## src/rtl/page_perm_pkg.sv

```systemverilog
package page_perm_pkg;
  localparam int FIELD_W   = 3;
  localparam int IDX_W     = 3;
  localparam int CODE_W    = 4;
  localparam int RIGHTS_W  = 3;
  localparam int IDX_SHIFT = 5;
  localparam int FSR_W     = IDX_SHIFT + IDX_W;

  localparam logic [RIGHTS_W-1:0] RT_R = 3'b001;
  localparam logic [RIGHTS_W-1:0] RT_W = 3'b010;
  localparam logic [RIGHTS_W-1:0] RT_X = 3'b100;

  localparam logic [CODE_W-1:0] CODE_OK   = 4'd0;
  localparam logic [CODE_W-1:0] CODE_PROT = 4'd8;
  localparam logic [CODE_W-1:0] CODE_PRIV = 4'd12;

  localparam logic [FSR_W-1:0] FSR_OVF   = 8'h01;
  localparam logic [FSR_W-1:0] FSR_ADDRV = 8'h02;
endpackage

```

## src/rtl/page_perm_lookup.sv

```systemverilog
module page_perm_lookup
  import page_perm_pkg::*;
(
  input  logic [IDX_W-1:0]    acc_idx,
  input  logic [FIELD_W-1:0]  field,
  output logic [CODE_W-1:0]   code,
  output logic [RIGHTS_W-1:0] perm
);
  logic is_user, is_store, is_fetch;
  logic [RIGHTS_W-1:0] need;

  assign is_user  = ~acc_idx[0];
  assign is_fetch = acc_idx[1];
  assign is_store = acc_idx[2];

  always_comb begin
    unique case (field)
      3'd0: perm = RT_R;
      3'd1: perm = RT_R | RT_W;
      3'd2: perm = RT_R | RT_X;
      3'd3: perm = RT_R | RT_W | RT_X;
      3'd4: perm = RT_X;
      3'd5: perm = is_user ? RT_R : (RT_R | RT_W);
      3'd6: perm = is_user ? '0 : (RT_R | RT_X);
      default: perm = is_user ? '0 : (RT_R | RT_W | RT_X);
    endcase
  end

  assign need = (is_fetch ? RT_X : '0) | (is_store ? RT_W : '0) |
                ((is_store | is_fetch) ? '0 : RT_R);

  always_comb begin
    if (is_user && field[2:1] == 2'b11) code = CODE_PRIV;
    else if ((need & ~perm) != '0)      code = CODE_PROT;
    else                                code = CODE_OK;
  end
endmodule

```

## src/rtl/page_perm_status.sv

```systemverilog
module page_perm_status
  import page_perm_pkg::*;
#(
  parameter int VA_W      = 32,
  parameter int PAGE_BITS = 12
) (
  input  logic              clk,
  input  logic              rst_n,
  input  logic              fault_evt,
  input  logic [IDX_W-1:0]  fault_idx,
  input  logic [CODE_W-1:0] fault_code,
  input  logic [VA_W-1:0]   fault_va,
  input  logic              fsr_rd,
  output logic [FSR_W-1:0]  fsr_q,
  output logic [VA_W-1:0]   far_q
);
  localparam int PFN_W = VA_W - PAGE_BITS;

  logic [FSR_W-1:0] base;
  logic [FSR_W-1:0] fields;

  assign base   = (fsr_q != '0 && !fsr_rd) ? FSR_OVF : '0;
  assign fields = {fault_idx, {IDX_SHIFT{1'b0}}} | FSR_W'(fault_code) | FSR_ADDRV;

  always_ff @(posedge clk) begin
    if (!rst_n) begin
      fsr_q <= '0;
      far_q <= '0;
    end else if (fault_evt) begin
      fsr_q <= base | fields;
      far_q <= {fault_va[VA_W-1 -: PFN_W], {PAGE_BITS{1'b0}}};
    end else if (fsr_rd) begin
      fsr_q <= '0;
    end
  end
endmodule

```

## src/rtl/page_perm_check.sv

```systemverilog
module page_perm_check
  import page_perm_pkg::*;
#(
  parameter int VA_W      = 32,
  parameter int PAGE_BITS = 12
) (
  input  logic                clk,
  input  logic                rst_n,
  input  logic                req_valid,
  input  logic                req_store,
  input  logic                req_fetch,
  input  logic                req_user,
  input  logic [FIELD_W-1:0]  req_field,
  input  logic                req_modified,
  input  logic                nofault_en,
  input  logic [VA_W-1:0]     req_vaddr,
  output logic                resp_valid,
  output logic [CODE_W-1:0]   resp_code,
  output logic [RIGHTS_W-1:0] resp_rights,
  input  logic                fsr_rd,
  output logic [FSR_W-1:0]    fsr_rdata,
  output logic [VA_W-1:0]     far_rdata
);
  logic [IDX_W-1:0]    acc_idx;
  logic [CODE_W-1:0]   raw_code;
  logic [RIGHTS_W-1:0] raw_perm;
  logic                fault_now;
  logic [RIGHTS_W-1:0] grant;

  assign acc_idx = {req_store, req_fetch, ~req_user};

  page_perm_lookup u_lookup (
    .acc_idx (acc_idx),
    .field   (req_field),
    .code    (raw_code),
    .perm    (raw_perm)
  );

  assign fault_now = req_valid && (raw_code != CODE_OK) && !(nofault_en && req_user);
  assign grant     = raw_perm & ~(req_modified ? '0 : RT_W);

  always_ff @(posedge clk) begin
    if (!rst_n) begin
      resp_valid  <= 1'b0;
      resp_code   <= '0;
      resp_rights <= '0;
    end else begin
      resp_valid  <= req_valid;
      resp_code   <= fault_now ? raw_code : CODE_OK;
      resp_rights <= fault_now ? '0 : grant;
    end
  end

  page_perm_status #(.VA_W(VA_W), .PAGE_BITS(PAGE_BITS)) u_status (
    .clk        (clk),
    .rst_n      (rst_n),
    .fault_evt  (fault_now),
    .fault_idx  (acc_idx),
    .fault_code (raw_code),
    .fault_va   (req_vaddr),
    .fsr_rd     (fsr_rd),
    .fsr_q      (fsr_rdata),
    .far_q      (far_rdata)
  );
endmodule

```

## config.mk

```make
export PLATFORM = sky130hd
export DESIGN_NAME = page_perm_check
export DESIGN_NICKNAME = d
export VERILOG_FILES = /design/src/rtl/page_perm_pkg.sv /design/src/rtl/page_perm_lookup.sv /design/src/rtl/page_perm_status.sv /design/src/rtl/page_perm_check.sv
export SDC_FILE = /design/constraint.sdc
export NUM_CORES = 1
export LEC_CHECK = 0
export BUFFER_PORTS_ARGS = -buffer_cell sky130_fd_sc_hd__buf_2
export CORE_UTILIZATION = 30
export CTS_BUF_LIST = sky130_fd_sc_hd__clkbuf_8
export CTS_CLUSTER_SIZE = 30
export DETAILED_ROUTE_END_ITERATION = 16
export GPL_TIMING_DRIVEN = 0
export SLEW_MARGIN = 20
export SYNTH_ARGS = -nofsm -noshare
export SYNTH_HDL_FRONTEND = slang
export SYNTH_SLANG_ARGS = --single-unit
```

## constraint.sdc

```tcl
create_clock -name clk -period 1.2 [get_ports clk]
set_input_delay 0.3 -clock clk [delete_from_list [all_inputs] [get_ports clk]]
set_output_delay 0.3 -clock clk [all_outputs]
set_load 0.005 [all_outputs]
```

Yosys cells after proc, flatten, opt, wreduce, memory -nomap -nowiden
Cells that the tools add are included.
W data, S select, Z words.
{"block": "totals", "register_bits": 36, "input_bits": 44, "elab_cells": 50}
{"block": "classes", "n_bitwise": 11, "n_reduce_logical": 14, "muxes": 13, "n_eq_ne": 7}
{"op": "$pmux W3 S7", "n": 1}
{"op": "$mux W8", "n": 2}
{"op": "$eq A3 B3 Y1 const B", "n": 3}
{"op": "$mux W3", "n": 3}
{"op": "$mux W4", "n": 2}
{"op": "$or A8 B4 Y8", "n": 1}
{"op": "$or A8 B8 Y8", "n": 1}
{"op": "$reduce_bool A8 Y1", "n": 1}
{"op": "$and A3 B3 Y3", "n": 2}
{"op": "$eq A3 B2 Y1 const B", "n": 2}
{"op": "$mux W2", "n": 3}
{"op": "$or A3 B3 Y3", "n": 2}
{"op": "$logic_and A1 B1 Y1", "n": 5}
{"op": "$reduce_bool A4 Y1", "n": 1}
{"op": "$eq A3 B1 Y1 const B", "n": 1}
{"op": "$logic_not A3 Y1", "n": 1}
{"op": "$not A2 Y3", "n": 1}
{"op": "$not A3 Y3", "n": 1}
{"op": "$reduce_bool A3 Y1", "n": 1}
{"op": "$eq A2 B2 Y1 const B", "n": 1}
{"op": "$logic_not A1 Y1", "n": 2}
{"op": "$mux W1", "n": 2}
{"op": "$not A1 Y1", "n": 2}
{"op": "$reduce_and A2 Y1", "n": 1}
{"op": "other kinds (3)", "n": 3}

Longest topological paths before layout
Gate-level depths: netlist of run 1.
{"block": "depth", "word_depth": 11, "depth_mapped": 5, "ltp_nobuf": 4}

Hierarchy
A second synthesis of run 1 with hierarchy kept.
{"block": "unflattened", "cells_unflattened": 152, "area_unflattened_um2": 1440.1}
{"module": "page_perm_status", "cells_each": 112, "area_per_inst_um2": 1092.3, "n_inst": 1}
{"module": "page_perm_check", "cells_each": 23, "area_per_inst_um2": 249.0, "n_inst": 1}
{"module": "page_perm_lookup", "cells_each": 17, "area_per_inst_um2": 98.8, "n_inst": 1}

Worst setup path after synthesis of run 1
No wires, ideal clock.
{"block": "synth_timing", "path_kind": "input -> register", "startpoint": "in req_field[2]", "endpoint": "reg u_status.far_q[15]", "cell_stages": 5, "slack_ns": -0.120, "arrival_ns": 1.249, "setup_ns": 0.072, "required_time_ns": 1.128, "path_cell_list": "nor2b_4 > o32a_1 > a21oi_4 > buf_6 > mux2i_1"}
{"block": "synth_between", "elab_chain_len": 10}
{"item": "start: declaration", "line": "page_perm_check.sv:13", "source": "input logic [FIELD_W-1:0] req_field,"}
{"item": "$eq A3 B3 Y1, or another cell as far along", "line": "page_perm_lookup.sv:17", "source": "unique case (field)"}
{"item": "$pmux W3 S7", "line": "page_perm_lookup.sv:17"}
{"item": "$not A3 Y3", "line": "page_perm_lookup.sv:34", "source": "else if ((need & ~perm) != '0) code = CODE_PROT;"}
{"item": "$and A3 B3 Y3", "line": "page_perm_lookup.sv:34"}
{"item": "$reduce_bool A3 Y1", "line": "page_perm_lookup.sv:34"}
{"item": "$mux W4", "line": "page_perm_lookup.sv:34"}
{"item": "$mux W4 (*)", "line": "page_perm_lookup.sv:33", "source": "if (is_user && field[2:1] == 2'b11) code = CODE_PRIV;"}
{"item": "$reduce_bool A4 Y1 (*)", "line": "page_perm_check.sv:39", "source": "assign fault_now = req_valid && (raw_code != CODE_OK) && !(nofault_en && req_user);"}
{"item": "$logic_and A1 B1 Y1 (*) (2 in series)", "line": "page_perm_check.sv:39"}
{"item": "end signal: assignment", "line": "page_perm_status.sv:31", "source": "far_q <= {fault_va[VA_W-1 -: PFN_W], {PAGE_BITS{1'b0}}};"}
{"item": "end: declaration", "line": "page_perm_status.sv:15", "source": "output logic [VA_W-1:0] far_q"}
Every way passes the cells marked *; elsewhere a longest branch is shown, timed or not.
A chain may end at the register's enable or synchronous reset.

Worst setup path in the final report of run 1
{"block": "layout_timing", "startpoint": "in req_field[2]", "endpoint": "reg u_status.far_q[22]"}
Same word-level chain as after synthesis.

==> flow_summary.yaml, run 1 <==
status:
  run_status: "finished, violations left"
  failing_checks: "setup timing"
critical_path:
  worst-r2r-setup-slack_ns: 0.11
  cell_with_the_biggest_individual_delay_on_the_critical_path: "sky130_fd_sc_hd__o32a_1"
  timing.critical_path.cells: "buf_8, nor2b_4, o32a_1, a21oi_4, buf_12, clkbuf_16, mux2i_1"
  critical-path-max-stage-delay_ns: 0.31
  crit_path_max_fanout: 5
  required_ns: 1.42
  endpoint_kind: "flop"
  crit_arrival_ns: 1.50
  critical_path.startpoint_type: "input pin"
  setup.worst_path.class: "input pin to flop"
yosys:
  ys_types: 27
  synth.cell_area_um2: 1473
  avgSynthCellArea_um2: 9.091
  post-synth-top-area-cell: "sky130_fd_sc_hd__dfxtp_1"
  synth_warnings: 0
  top_cells_by_area_in_the_synthesized_netlist: "sky130_fd_sc_hd__dfxtp_1 (45%), sky130_fd_sc_hd__mux2i_1 (16%), sky130_fd_sc_hd__nand2_1 (12%)"
  netlist_instances: 162
  synth_seq_cells: 33
  synth.yosys.seq_area_share: 0.4486
  synth_largest_type_area_fraction: 0.4486
timing:
  timing.hold.ws_ns: 0.2365
  fin_crit_ns: 1.276
  final.setup_skew_ns: 0.006823
  final_count_of_hold_timing_violations: 0
  timing.final.setup_violations: 26
  slew_viol_final: 0
  final.period_utilization: 1.063
  grt_setup_unrepaired: "true"
  clock.fmax_mhz: 783.6
  post-route-worst-setup-slack_ns: -0.07613
finish:
  layout_common_cells: "sky130_fd_sc_hd__buf_2 (60), sky130_fd_sc_hd__nand2_1 (47), sky130_fd_sc_hd__dfxtp_1 (33)"
  antenna-diode-count: 0
  fill_cells: 476
  final_common_cell: "sky130_fd_sc_hd__buf_2"
  design.final.nets: 298
  final_area_um2: 2188
  area_growth_pct: 48.60
  final_layout_size_suffix_gt1_frac: 0.3961
  finish.cell_count_without_fillers: 322
  final_core_utilization: 0.4633
power:
  clock_power_share: 0.326
  power.sequential.fraction: 0.484
  switching_power_mw: 0.6273
  cell_internal_pwr_mw: 1.810
  vdd_drop_max_uv: 508.9
  cellPowerDensity_nw_per_um2: 1114
  power_leakage_nw: 1.088
  comb_power_frac: 0.189
  switching_share: 0.2573
global_routing:
  maximum_number_of_pins_on_one_net_before_global_route_repair: 11
  grt_first_pass_wirelength_um: 5250
  first_global_vias: 1168
  antenna_found_initial: 0
  overflow_left_after_global_routing: 0
  groute.usage.overall: 0.1321
floorplan:
  row_count: 25
  initial_core_utilization: 0.3118
  die_h_um: 72.07
  fp.dieArea_um2: 5193
  die_x_um: 72.07
  ioPinCount: 92
  floorplan.core_area_um2: 4723
detailed_routing:
  wl_per_cell_um: 10.70
  drtAntennaViolNets: 0
  dr.first_iter.drc_count: 38
  detailroute.via_count: 1326
  routed_wl_um: 3446
  vias_per_cell: 4.118
  detailedRoute.firstPassIterationCount: 4
  drc: 0
place:
  hpwl_um: 2403
  placed_instances: 306
  finalWeightedCongestion: 0.8067
  numPortBuffers: 63
  placed_area_um2: 1934
clocking:
  cts-root-buf: "sky130_fd_sc_hd__clkbuf_8"
  clock_buffers_created_by_tritoncts: 5
  h-tree-depth: 2
  cts.reportedPaths.clkPinSlew_ns: 0.07
  tritoncts: "built"
  cts.sinks: 33
  hold_buffers: 0
  clock_tree.buffer_depth: 2
  insertion_delay_ns: 0.28
min_path:
  class_of_the_tightest_hold_or_removal_check: "input pin to flop"
job:
  drv_cap: 0
layout make-up:
type | instances | area, µm² | area share
Tap cell | 67 | 83.83 | 0.03831
Sequential cell | 33 | 660.6 | 0.3019
Clock inverter | 3 | 15.01 | 0.006861
Buffer | 24 | 191.4 | 0.08748
Timing Repair Buffer | 71 | 457.9 | 0.2093
Inverter | 3 | 11.26 | 0.005146
Clock buffer | 5 | 68.82 | 0.03145
Multi-Input combinational cell | 116 | 699.4 | 0.3196
worst paths after layout:
kind,depth (start not counted),start,to
hold reg to reg,2,u_status.far_q[29],u_status.far_q[29]
setup / recovery,7,req_field[2],u_status.far_q[22]
setup reg to reg,3,u_status.fsr_q[7],u_status.fsr_q[0]
hold / removal,2,req_valid,resp_valid
per-stage QoR:
stage | setup TNS [ns] | setup slack [ns] | power (mW)
final | -1.311 | -0.07613 | 2.438
after global routing | -2.128 | -0.1455 | 2.580
after CTS | -1.422 | -0.07142 | 2.394
after detailed placement | -10.73 | -0.3785 | 1.587
after global placement | -10.70 | -0.3758 | 1.585
after floorplan | -2.988 | -0.1205 | 1.435
per-layer routing:
layer / wire [µm] / track usage
met4: 53 / 0.05229
met1: 1561 / 0.1597
met2: 1588 / 0.2098
met5: 0 / 0
met3: 242 / 0.05278
sequential cells by signal, indices dropped and copies added, names as in the netlist:
signal and flops:
u_status.far_q 20, u_status.fsr_q 7, resp_rights 3, resp_code 2, resp_valid 1
Yosys cell counts:
cell type,instances
sky130_fd_sc_hd__nand2_1,47
sky130_fd_sc_hd__dfxtp_1,33
sky130_fd_sc_hd__mux2i_1,24
sky130_fd_sc_hd__buf_4,15
sky130_fd_sc_hd__clkbuf_1,6
sky130_fd_sc_hd__nand3b_1,4
sky130_fd_sc_hd__buf_6,3
sky130_fd_sc_hd__inv_1,3
sky130_fd_sc_hd__nor2_1,3
sky130_fd_sc_hd__and2_1,2
sky130_fd_sc_hd__and3_1,2
sky130_fd_sc_hd__nand2b_1,2
sky130_fd_sc_hd__nor2b_1,2
sky130_fd_sc_hd__nor4_1,2
sky130_fd_sc_hd__o21a_1,2
sky130_fd_sc_hd__a211oi_1,1
sky130_fd_sc_hd__a21oi_1,1
sky130_fd_sc_hd__a21oi_4,1
sky130_fd_sc_hd__a2bb2o_1,1
sky130_fd_sc_hd__conb_1,1
sky130_fd_sc_hd__nand3_1,1
sky130_fd_sc_hd__nor2b_4,1
sky130_fd_sc_hd__nor3_1,1
sky130_fd_sc_hd__nor3b_1,1
sky130_fd_sc_hd__o21ai_0,1
sky130_fd_sc_hd__o21bai_1,1
sky130_fd_sc_hd__o32a_1,1
power groups by stage:
stage | Sequential, mW | Clock (mW) | Combinational (mW)
after detailed placement | 1.20 | 0 | 0.383
after global placement | 1.21 | 0 | 0.379
after CTS | 1.18 | 0.830 | 0.383
after floorplan | 1.21 | 0 | 0.224
final | 1.18 | 0.796 | 0.461
after global routing | 1.19 | 0.883 | 0.510
worst max-delay path: cells and delay by family:
family / cells / cell delay (ns)
AOI/OAI and AO/OA: 2 / 0.51
muxes: 1 / 0.16
buffers and inverters: 3 / 0.40
and+or+nand+nor: 1 / 0.11
logic make-up (layout without fill, tap and decap cells):
kind of cell,after synthesis,in the layout,synth area share
simple gates,68,68,0.2115
flops,33,33,0.4486
buf+inv,27,106,0.1223
mux,24,24,0.1631
compound gates,9,9,0.05182
other cells,1,15,0.002546
repair_timing:
action | in CTS | in global routing
endpoints found under the setup margin | 24 | 28
resized for setup | 0 | 18
setup buffers | 0 | 6
cloned | 0 | 2
pin swaps | 0 | 0
Power figures use the tool's default switching activity.
==> run 2, diff against run 1 <==
- REMOVE_ABC_BUFFERS: not set -> 1
==> run 2 against run 1 <==
Against the previous run: the run ends with DRC, setup timing left; fmax fell by 3.9%; core utilization fell by 3.4 points; design area fell by 7.3%; via count fell by 4.7%; total power rose by 8.4%; combinational power fell by 14%; clock-buffer cell count rose by 1; clock skew fell by 0.0055 ns; hold slack got worse by 0.037 ns; largest cell class unchanged.
==> flow_summary.yaml, run 2 (synthesis results as in run 1) <==
place:
  numPortBuffers: 64
  hpwl_um: 2028
  placed_instances: 284
  finalWeightedCongestion: 0.7281
critical_path:
  setup.worst_path.class: "input pin to flop"
  required_ns: 1.41
  critical_path.startpoint_type: "input pin"
  crit_arrival_ns: 1.54
  endpoint_kind: "flop"
  crit_path_max_fanout: 7
power:
  power.sequential.fraction: 0.446
  cell_internal_pwr_mw: 2.030
  power_mw: 2.642
  cellPowerDensity_nw_per_um2: 1302
  comb_power_frac: 0.150
  clock_power_share: 0.404
  switching_share: 0.2315
  power_leakage_nw: 0.9897
  vdd_drop_max_uv: 473.6
  switching_power_mw: 0.6117
floorplan:
  initial_core_utilization: 0.3118
  floorplan.core_area_um2: 4723
  die_h_um: 72.07
  die_x_um: 72.07
  fp.dieArea_um2: 5193
  ioPinCount: 92
  row_count: 25
timing:
  post-route-worst-setup-slack_ns: -0.1277
  slew_viol_final: 0
  timing.final.setup_violations: 32
  fin_crit_ns: 1.328
  worst_slew_margin_rel: 0.6630
  final.setup_skew_ns: 0.001342
  clock.fmax_mhz: 753.2
  final_count_of_hold_timing_violations: 0
  worst_slew_pin_slew_ns: 0.5055
  setup-tns-final_ns: -2.051
  final.period_utilization: 1.106
  grt_setup_unrepaired: "true"
finish:
  final_layout_size_suffix_gt1_frac: 0.3534
  registers.top_by_ff_count: "u_status.far_q"
  design.final.nets: 275
  finish.cell_count_without_fillers: 299
  area_growth_pct: 37.81
  layout_common_cells: "sky130_fd_sc_hd__buf_2 (62), sky130_fd_sc_hd__nand2_1 (47), sky130_fd_sc_hd__dfxtp_1 (33)"
  registers_with_the_most_flip_flops: "u_status.far_q (20), u_status.fsr_q (7), resp_rights (3)"
  antenna-diode-count: 0
  largest_register_ffs: 20
  final_core_utilization: 0.4297
  final_common_cell: "sky130_fd_sc_hd__buf_2"
detailed_routing:
  vias_per_cell: 4.227
  drtAntennaViolNets: 0
  detailroute.via_count: 1264
  dr.first_iter.drc_count: 25
  detailedRoute.firstPassIterationCount: 10
  drc: 2
  routed_wl_um: 3232
  wl_per_cell_um: 10.81
global_routing:
  groute.usage.overall: 0.1290
  antenna_found_initial: 0
  maximum_number_of_pins_on_one_net_before_global_route_repair: 56
  overflow_left_after_global_routing: 0
  first_global_vias: 1128
  grt_first_pass_wirelength_um: 5078
status:
  run_status: "finished, violations left"
  failing_checks: "DRC, setup timing"
job:
  drv_cap: 0
clocking:
  tritoncts: "built"
  cts-root-buf: "sky130_fd_sc_hd__clkbuf_8"
  clock_tree.buffer_depth: 2
  hold_buffers: 0
  h-tree-depth: 2
  insertion_delay_ns: 0.28
  clock_buffers_created_by_tritoncts: 5
  cts.sinks: 33
  cts.reportedPaths.clkPinSlew_ns: 0.06
min_path:
  class_of_the_tightest_hold_or_removal_check: "input pin to flop"
==> run 2: per-stage QoR <==
stage	cell area, µm²	worst slack, ns	hold WS (ns)
2_1_floorplan	1356	-0.5657	0.3944
3_3_place_gp	1760	-1.004	0.4393
3_5_place_dp	1788	-0.7514	0.4482
4_1_cts	2018	-0.06983	0.1821
5_1_grt	2029	-0.1293	0.1873
6_report	2029	-0.1277	0.1990
==> run 2: worst max-delay path, cell delays in order <==
cell                      delay [ns]
sky130_fd_sc_hd__buf_8          0.10
sky130_fd_sc_hd__nor2b_4        0.12
sky130_fd_sc_hd__o32a_1         0.33
sky130_fd_sc_hd__a21oi_4        0.21
sky130_fd_sc_hd__buf_6          0.16
sky130_fd_sc_hd__buf_12         0.13
sky130_fd_sc_hd__mux2i_1        0.18
==> run 2: power groups by stage <==
stage | registers, mW | logic [mW] | clock network (mW)
after floorplan | 1.21 | 0.149 | 0
after global placement | 1.20 | 0.316 | 0
after detailed placement | 1.20 | 0.333 | 0
after CTS | 1.18 | 0.397 | 1.11
after global routing | 1.19 | 0.436 | 1.16
final | 1.18 | 0.396 | 1.07
==> run 2: path summary, 6_finish.rpt <==
| path | from | endpoint | slack (ns) | cells past startpoint |
|---|---|---|---|---|
| min reg2reg | u_status.far_q[26] | u_status.far_q[26] | 0.45 | 2 |
| max reg2reg | u_status.fsr_q[7] | u_status.fsr_q[0] | 0.08 | 3 |
| max | req_field[2] | u_status.far_q[14] | -0.13 | 7 |
| min | req_field[2] | resp_rights[0] | 0.20 | 2 |
==> run 2: cell type report <==
cell class / count / area [µm²]
inverter: 3 / 11.26
fill: 492 / 2694
sequential: 33 / 660.6
tap: 67 / 83.83
timing repair buffer: 72 / 457.9
clock buffer: 6 / 82.58
clock inverter: 2 / 33.78
multi-input combinational: 116 / 699.4
==> run 2: per-layer routing <==
metal / share of wire / routed length (µm) / vias up / GRT usage
met4: 0.020 / 64 / 0 / 0.05882
met1: 0.44 / 1434 / 555 / 0.1515
li1: - / - / 636 / -
met2: 0.46 / 1495 / 65 / 0.2098
met5: 0 / 0 / - / 0
met3: 0.073 / 237 / 8 / 0.04722
==> run 2: timing repair <==
action,in CTS,in global routing
pin swaps,1,1
setup buffers,4,2
cloned,2,1
setup endpoints to repair,32,31
resized for setup,7,5
